--- src/rtl/epw_pkg.sv ---
// Shared constants and types for the page-load/commit engine.
// Assumes a fixed 64-byte page and a 15-bit byte address.
package epw_pkg;
    localparam int ADDR_W      = 15;
    localparam int DATA_W      = 8;
    localparam int OFF_W       = 6;
    localparam int PAGE_BYTES  = 1 << OFF_W;
    localparam int PAGE_ADDR_W = ADDR_W - OFF_W;

    typedef enum logic [1:0] {
        ST_IDLE = 2'd0,
        ST_LOAD = 2'd1,
        ST_PROG = 2'd2
    } epw_state_t;
endpackage

--- src/rtl/epw_bus_sampler.sv ---
// Detects write-strobe edges on the synchronous bus.
// Assumes the strobes are already synchronous to clk; keeps one cycle of
// write-enable history. A load is a CE-qualified falling WE while not busy.
module epw_bus_sampler (
    input  logic clk,
    input  logic rst_n,
    input  logic ce_n,
    input  logic we_n,
    input  logic busy,
    output logic load_stb,
    output logic rise_stb,
    output logic hold_hi
);
    logic we_q;

    // Remember last sampled write-enable level.
    always_ff @(posedge clk) begin
        if (!rst_n) we_q <= 1'b1;
        else        we_q <= we_n;
    end

    assign load_stb = we_q & ~we_n & ~ce_n & ~busy;
    assign rise_stb = ~we_q & we_n;
    assign hold_hi  = we_q & we_n;
endmodule

--- src/rtl/epw_page_buffer.sv ---
// 64-slot staging buffer with per-slot fill marks and a page latch.
// Assumes load and clear never coincide (loads are blocked while busy).
module epw_page_buffer
    import epw_pkg::*;
(
    input  logic                            clk,
    input  logic                            rst_n,
    input  logic                            load,
    input  logic                            clr,
    input  logic [OFF_W-1:0]                off,
    input  logic [PAGE_ADDR_W-1:0]          page_in,
    input  logic [DATA_W-1:0]               din,
    output logic [PAGE_BYTES*DATA_W-1:0]    data_o,
    output logic [PAGE_BYTES-1:0]           mask_o,
    output logic [PAGE_ADDR_W-1:0]          page_o
);
    logic [PAGE_ADDR_W-1:0] page_q;

    // Page number follows the most recent load.
    always_ff @(posedge clk) begin
        if (!rst_n)    page_q <= '0;
        else if (load) page_q <= page_in;
    end
    assign page_o = page_q;

    for (genvar o = 0; o < PAGE_BYTES; o++) begin : g_slot
        logic [DATA_W-1:0] byte_q;
        logic              fill_q;
        logic              hit;

        assign hit = load && (off == OFF_W'(o));

        // Slot data: newest load to this offset wins.
        always_ff @(posedge clk) begin
            if (!rst_n)   byte_q <= '0;
            else if (hit) byte_q <= din;
        end

        // Fill mark: set by a load, cleared when programming ends.
        always_ff @(posedge clk) begin
            if (!rst_n)   fill_q <= 1'b0;
            else if (clr) fill_q <= 1'b0;
            else if (hit) fill_q <= 1'b1;
        end

        assign data_o[o*DATA_W +: DATA_W] = byte_q;
        assign mask_o[o] = fill_q;
    end
endmodule

--- src/rtl/epw_seq.sv ---
// Load-window timer and program-cycle sequencer.
// Assumes T_BLC >= 1 and T_PROG >= 1. A commit fires when WE has been high
// T_BLC cycles after its rise; busy then lasts T_PROG cycles.
module epw_seq
    import epw_pkg::*;
#(
    parameter int T_BLC  = 8,
    parameter int T_PROG = 20
) (
    input  logic clk,
    input  logic rst_n,
    input  logic load_stb,
    input  logic rise_stb,
    input  logic hold_hi,
    output logic commit,
    output logic clr,
    output logic busy
);
    localparam int CNT_W  = $clog2(T_BLC + 1);
    localparam int PCNT_W = $clog2(T_PROG + 1);
    localparam logic [CNT_W-1:0]  BLC_LAST  = CNT_W'(T_BLC - 1);
    localparam logic [PCNT_W-1:0] PROG_LAST = PCNT_W'(T_PROG - 1);

    epw_state_t        state_q, state_d;
    logic [CNT_W-1:0]  cnt_q, cnt_d;
    logic [PCNT_W-1:0] pcnt_q, pcnt_d;

    // Next-state logic for load window and program timing.
    always_comb begin
        state_d = state_q;
        cnt_d   = cnt_q;
        pcnt_d  = pcnt_q;
        commit  = 1'b0;
        clr     = 1'b0;
        unique case (state_q)
            ST_IDLE: begin
                if (load_stb) begin
                    state_d = ST_LOAD;
                    cnt_d   = '0;
                end
            end
            ST_LOAD: begin
                if (load_stb || rise_stb) begin
                    cnt_d = '0;
                end else if (hold_hi) begin
                    if (cnt_q == BLC_LAST) begin
                        state_d = ST_PROG;
                        commit  = 1'b1;
                        pcnt_d  = '0;
                    end else begin
                        cnt_d = cnt_q + 1'b1;
                    end
                end
            end
            ST_PROG: begin
                if (pcnt_q == PROG_LAST) begin
                    state_d = ST_IDLE;
                    clr     = 1'b1;
                end else begin
                    pcnt_d = pcnt_q + 1'b1;
                end
            end
            default: state_d = ST_IDLE;
        endcase
    end

    // State and counter registers.
    always_ff @(posedge clk) begin
        if (!rst_n) begin
            state_q <= ST_IDLE;
            cnt_q   <= '0;
            pcnt_q  <= '0;
        end else begin
            state_q <= state_d;
            cnt_q   <= cnt_d;
            pcnt_q  <= pcnt_d;
        end
    end

    assign busy = (state_q == ST_PROG);
endmodule

--- src/rtl/epw_array.sv ---
// Backing byte array of NUM_PAGES pages with masked page commit.
// Assumes NUM_PAGES is a power of two >= 2; reset models erased cells (FF).
module epw_array
    import epw_pkg::*;
#(
    parameter int NUM_PAGES = 4
) (
    input  logic                         clk,
    input  logic                         rst_n,
    input  logic                         commit,
    input  logic [$clog2(NUM_PAGES)-1:0] wr_page,
    input  logic [PAGE_BYTES*DATA_W-1:0] wr_data,
    input  logic [PAGE_BYTES-1:0]        wr_mask,
    input  logic [$clog2(NUM_PAGES)-1:0] rd_page,
    input  logic [OFF_W-1:0]             rd_off,
    output logic [DATA_W-1:0]            rd_data
);
    localparam int PAGE_W    = $clog2(NUM_PAGES);
    localparam int NUM_BYTES = NUM_PAGES * PAGE_BYTES;
    localparam int IDX_W     = PAGE_W + OFF_W;

    logic [DATA_W-1:0] mem [NUM_BYTES];

    // Erase-then-write of the filled slots of the selected page.
    always_ff @(posedge clk) begin
        for (int i = 0; i < NUM_BYTES; i++) begin
            if (!rst_n) begin
                mem[i] <= '1;
            end else if (commit && (wr_page == PAGE_W'(i / PAGE_BYTES))
                         && wr_mask[i % PAGE_BYTES]) begin
                mem[i] <= wr_data[(i % PAGE_BYTES)*DATA_W +: DATA_W];
            end
        end
    end

    logic [IDX_W-1:0] rd_idx;
    assign rd_idx  = {rd_page, rd_off};
    assign rd_data = mem[rd_idx];
endmodule

--- src/rtl/epw_top.sv ---
// Page-mode write engine top: bus sampling, staging, timing, array.
// Assumes all bus inputs are synchronous to clk; dout_oe drives an
// external tri-state pad.
module epw_top
    import epw_pkg::*;
#(
    parameter int T_BLC     = 8,
    parameter int T_PROG    = 20,
    parameter int NUM_PAGES = 4
) (
    input  logic              clk,
    input  logic              rst_n,
    input  logic              ce_n,
    input  logic              we_n,
    input  logic              oe_n,
    input  logic [ADDR_W-1:0] addr,
    input  logic [DATA_W-1:0] din,
    output logic [DATA_W-1:0] dout,
    output logic              dout_oe,
    output logic              busy
);
    localparam int PAGE_W = $clog2(NUM_PAGES);

    logic                         load_stb, rise_stb, hold_hi;
    logic                         commit, clr;
    logic [PAGE_BYTES*DATA_W-1:0] stage_data;
    logic [PAGE_BYTES-1:0]        stage_mask;
    logic [PAGE_ADDR_W-1:0]       stage_page;
    logic                         unused_page_hi;

    epw_bus_sampler u_sampler (
        .clk      (clk),
        .rst_n    (rst_n),
        .ce_n     (ce_n),
        .we_n     (we_n),
        .busy     (busy),
        .load_stb (load_stb),
        .rise_stb (rise_stb),
        .hold_hi  (hold_hi)
    );

    epw_page_buffer u_buffer (
        .clk     (clk),
        .rst_n   (rst_n),
        .load    (load_stb),
        .clr     (clr),
        .off     (addr[OFF_W-1:0]),
        .page_in (addr[ADDR_W-1:OFF_W]),
        .din     (din),
        .data_o  (stage_data),
        .mask_o  (stage_mask),
        .page_o  (stage_page)
    );

    epw_seq #(.T_BLC(T_BLC), .T_PROG(T_PROG)) u_seq (
        .clk      (clk),
        .rst_n    (rst_n),
        .load_stb (load_stb),
        .rise_stb (rise_stb),
        .hold_hi  (hold_hi),
        .commit   (commit),
        .clr      (clr),
        .busy     (busy)
    );

    epw_array #(.NUM_PAGES(NUM_PAGES)) u_array (
        .clk     (clk),
        .rst_n   (rst_n),
        .commit  (commit),
        .wr_page (stage_page[PAGE_W-1:0]),
        .wr_data (stage_data),
        .wr_mask (stage_mask),
        .rd_page (addr[OFF_W +: PAGE_W]),
        .rd_off  (addr[OFF_W-1:0]),
        .rd_data (dout)
    );

    // Page-number bits above the array size alias and are not decoded.
    assign unused_page_hi = ^{stage_page[PAGE_ADDR_W-1:PAGE_W], addr[ADDR_W-1:OFF_W+PAGE_W]};

    assign dout_oe = ~ce_n & ~oe_n & we_n;
endmodule

--- config.mk ---
export PLATFORM = sky130hd
export DESIGN_NAME = epw_top
export DESIGN_NICKNAME = d
export VERILOG_FILES = /design/src/rtl/epw_pkg.sv /design/src/rtl/epw_bus_sampler.sv /design/src/rtl/epw_page_buffer.sv /design/src/rtl/epw_seq.sv /design/src/rtl/epw_array.sv /design/src/rtl/epw_top.sv
export SDC_FILE = /design/constraint.sdc
export NUM_CORES = 2
export LEC_CHECK = 0
export CORE_ASPECT_RATIO = 1.25
export CORE_MARGIN = 8
export CORE_UTILIZATION = 55
export CTS_CLUSTER_DIAMETER = 150
export DETAILED_ROUTE_END_ITERATION = 8
export HOLD_SLACK_MARGIN = 0.02
export PLACE_DENSITY = 0.73
export SYNTH_ARGS = -nofsm -noshare
export SYNTH_HDL_FRONTEND = slang
export SYNTH_SLANG_ARGS = --single-unit
--- constraint.sdc ---
create_clock -name clk -period 2.94 [get_ports clk]
set_input_delay 0.441 -clock clk [delete_from_list [all_inputs] [get_ports clk]]
set_output_delay 0.441 -clock clk [all_outputs]
set_load 0.05 [all_outputs]
==> summary.md <==
| Metric | Value |
|---|---|
| Min Clock Period, post-route | `4.121 ns` |
| Core ar. | `0.2071 mm^2` |
| EDFF count, synth | `2048` |
| CTS max path bufs | `4` |
| Average footprint of a synthesized cell | `12.24 um^2` |
| Setup crit end kind | `primary output` |
| Hold Fails Final Rpt | `0` |
| Area growth syn-to-layout | `21.00%` |
| Final nets | `10.23k` |
| CTS root buf | `clkbuf_16` |
| Sequential-to-total area share from yosys stat | `0.6418` |
| PD cells | `578.1 mW/mm^2` |
| Remaining global-route overflow | `0` |
| Clock Latency Late Sink | `0.99 ns` |
| Filler cells | `14.72k` |
| Kind of critical path | `reg2out` |
| Crit path setup slack, layout | `-1.181 ns` |
| Final core occ | `0.6675` |
| Most frequent cells in the layout | `nand2_1, edfxtp_1, buf_4` |
| Crit path DAT | `3.68 ns` |
| Status | `finished with violations` |
| Critical Path RT | `2.50 ns` |
| 1st-iter DRT viols | `13.09k` |
| Leakage | `39.94 nW` |
| Total chip power | `79.90 mW` |
| Startpoint types | `register` |
| Routed WL per cell | `33.20 um` |
| Crit share post-route | `1.402` |
| Synthesized cell area | `0.1142 mm^2` |
| Worst Hold Class | `in2reg` |
| Syn Inst Count | `9332` |
| CTS tree | `done` |
| Io pins | `38` |
| Pin slew with the least headroom to its limit | `1.233 ns` |
| Final RePlAce weighted congestion | `1.041` |
| Vias per std cell | `6.403` |
| Commonest non-fill, non-tap cell in the layout | `nand2_1` |
| Post-detail-place hpwl | `320100 um` |
| CTS Buf Count | `280` |
| Minimum hold slack | `0.1038 ns` |
| Max-slew violations | `0` |
| Vias in the first global route | `81.72k` |
| Unrepaired setup endpoints after global routing | `yes` |
| Die W | `423.6 um` |
| Setup Fix Bufs, Post-CTS | `0` |
| CTS clk-pin slew, worst paths | `0.07 ns` |
| Rows | `187` |
| Setup TNS | `-8.399 ns` |
| Total global-route track usage | `0.3829` |
| Failing checks | `negative setup slack` |
| Drt drc | `0` |
| Synth Net Count | `9362` |
| CTS HTree Levels | `5` |
| Port Buf Inserts | `30` |
| Sink Count | `2638` |
| Max_slew headroom | `0.1761` |
| DRT antenna net count | `0` |
| Pin count of the biggest net entering global routing | `164` |
| Initial antenna violation count | `13` |
| Max Fanout on Critical Path | `1` |
| Ys async rst share | `0` |
| Library cells used by synthesis | `74` |
| Ys Warns | `0` |
| Initial core utilization | `0.5517` |
| #FFs+latches synth | `2638` |
| Die Area | `0.2226 mm^2` |
| First-pass GRT wire length | `605400 um` |
| Share of layout cells above drive strength 1 | `0.2180` |
| Drt pass-1 iters | `6` |
| WL final | `436500 um` |
| Max Fclk | `242.7 MHz` |
| Synth Flop Type | `edfxtp_1` |
| Clock Skews | `0.06990 ns` |
| Final setup viols | `8` |
| Worst vdd ir | `0.0006626 V` |
| # Max-Cap Violations | `0` |
| Via count | `84.20k` |
| DIE HEIGHT | `525.5 um` |
==> stage by stage <==
step	worst slack (ns)	instances	instance area, um^2
2_1_floorplan	-0.04631	9332	114400
3_3_place_gp	-1.546	12660	128800
3_5_place_dp	-1.527	12660	128800
4_1_cts	-1.183	13140	138100
5_1_grt	-1.177	13150	138200
6_report	-1.181	13150	138200
==> metal layers <==
layer	share of wire	routed length, um	global-route usage	up-vias
met1	0.33	144100	0.4655	41860
met2	0.46	201800	0.6083	6414
li1	-	-	-	34470
met3	0.11	48750	0.07677	1443
met4	0.096	41850	0.2841	12
met5	0.00021	92	0	-
==> path summary, 6_finish.rpt <==
check	startpoint	end	slack, ns	cells after the start
worst min-delay path	din[5]	u_buffer.g_slot[28].byte_q[5]	0.10	3
worst max-delay path	u_array.mem[19][1]	dout[1]	-1.18	9
worst min register to register	u_buffer.g_slot[53].byte_q[5]	u_buffer.g_slot[53].byte_q[5]	0.45	2
worst max register to register	u_seq.state_q[1]	u_array.mem[93][5]	0.37	10
==> sequential cells by signal, summed over array words and instances, names as in the netlist <==
name                    count
u_array.mem              2048
u_buffer.g_slot.byte_q    512
u_buffer.g_slot.fill_q     64
u_buffer.page_o             2
u_sampler.we_q              1
u_seq.cnt_q                 4
u_seq.pcnt_q                5
u_seq.state_q               2
==> cell usage after synthesis (all sizes together), types with 31 or more instances <==
library cell	n	area [um^2]
o21ai	31	155.1
nor2	107	444.2
dfxtp	590	11810
o21a	65	488.0
nand2	3670	13780
nor2b	554	3466
a22oi	70	525.5
buf	349	1917
clkbuf	336	1261
mux2i	160	1602
nand3	44	225.2
mux4	490	11040
a21boi	494	3709
edfxtp	2048	61500
nor3	35	230.2
a21oi	50	250.2
==> layout make-up <==
cell class              count  area [um^2]  area share
diodes                      7        17.52   0.0001267
clock buffers             385         7802     0.05645
clock inverters            97        982.2    0.007106
inverters                   5        21.27   0.0001539
multi-input cells        6004        38490      0.2785
flip-flops and latches   2638        73310      0.5304
well taps                2740         3428     0.02480
repair buffers           1274        14160      0.1024
==> kinds of logic (layout without fill, tap and decap cells) <==
kind of cell,count (synthesis),count (layout),share of synthesized area
other,0,7,0
adders and majority gates,2,2,0.0002190
xor gates and xnor gates,4,4,0.0003067
DFF,2638,2638,0.6418
buffers and inverters,690,1761,0.02799
AOI/OAI and AO/OA,859,859,0.05524
and+or+nand+nor,4486,4486,0.1636
muxes,653,653,0.1109
==> critical path, cell delays in order, from the launching register on <==
cell	delay (ns)
edfxtp_1	0.41
mux4_2	0.56
a22oi_1	0.17
buf_4	0.16
a21oi_1	0.16
a2111oi_4	0.52
buf_4	0.19
a221oi_1	0.08
a31o_4	0.30
buf_8	0.17
==> where the power goes <==
group          internal [mW]  total (mW)  switching [mW]
sequential              40.0        40.0          0.0274
clock                   20.3        34.9            14.6
combinational           1.92        4.96            3.04
total                   62.2        79.9            17.7
==> repair_timing <==
action	CTS	global route
hold buffers	8	0
pin swaps	37	10
endpoints found under the hold margin	89	0
setup endpoints to repair	9	8
gates resized for setup	103	12
(Power assumes the default switching activity.)
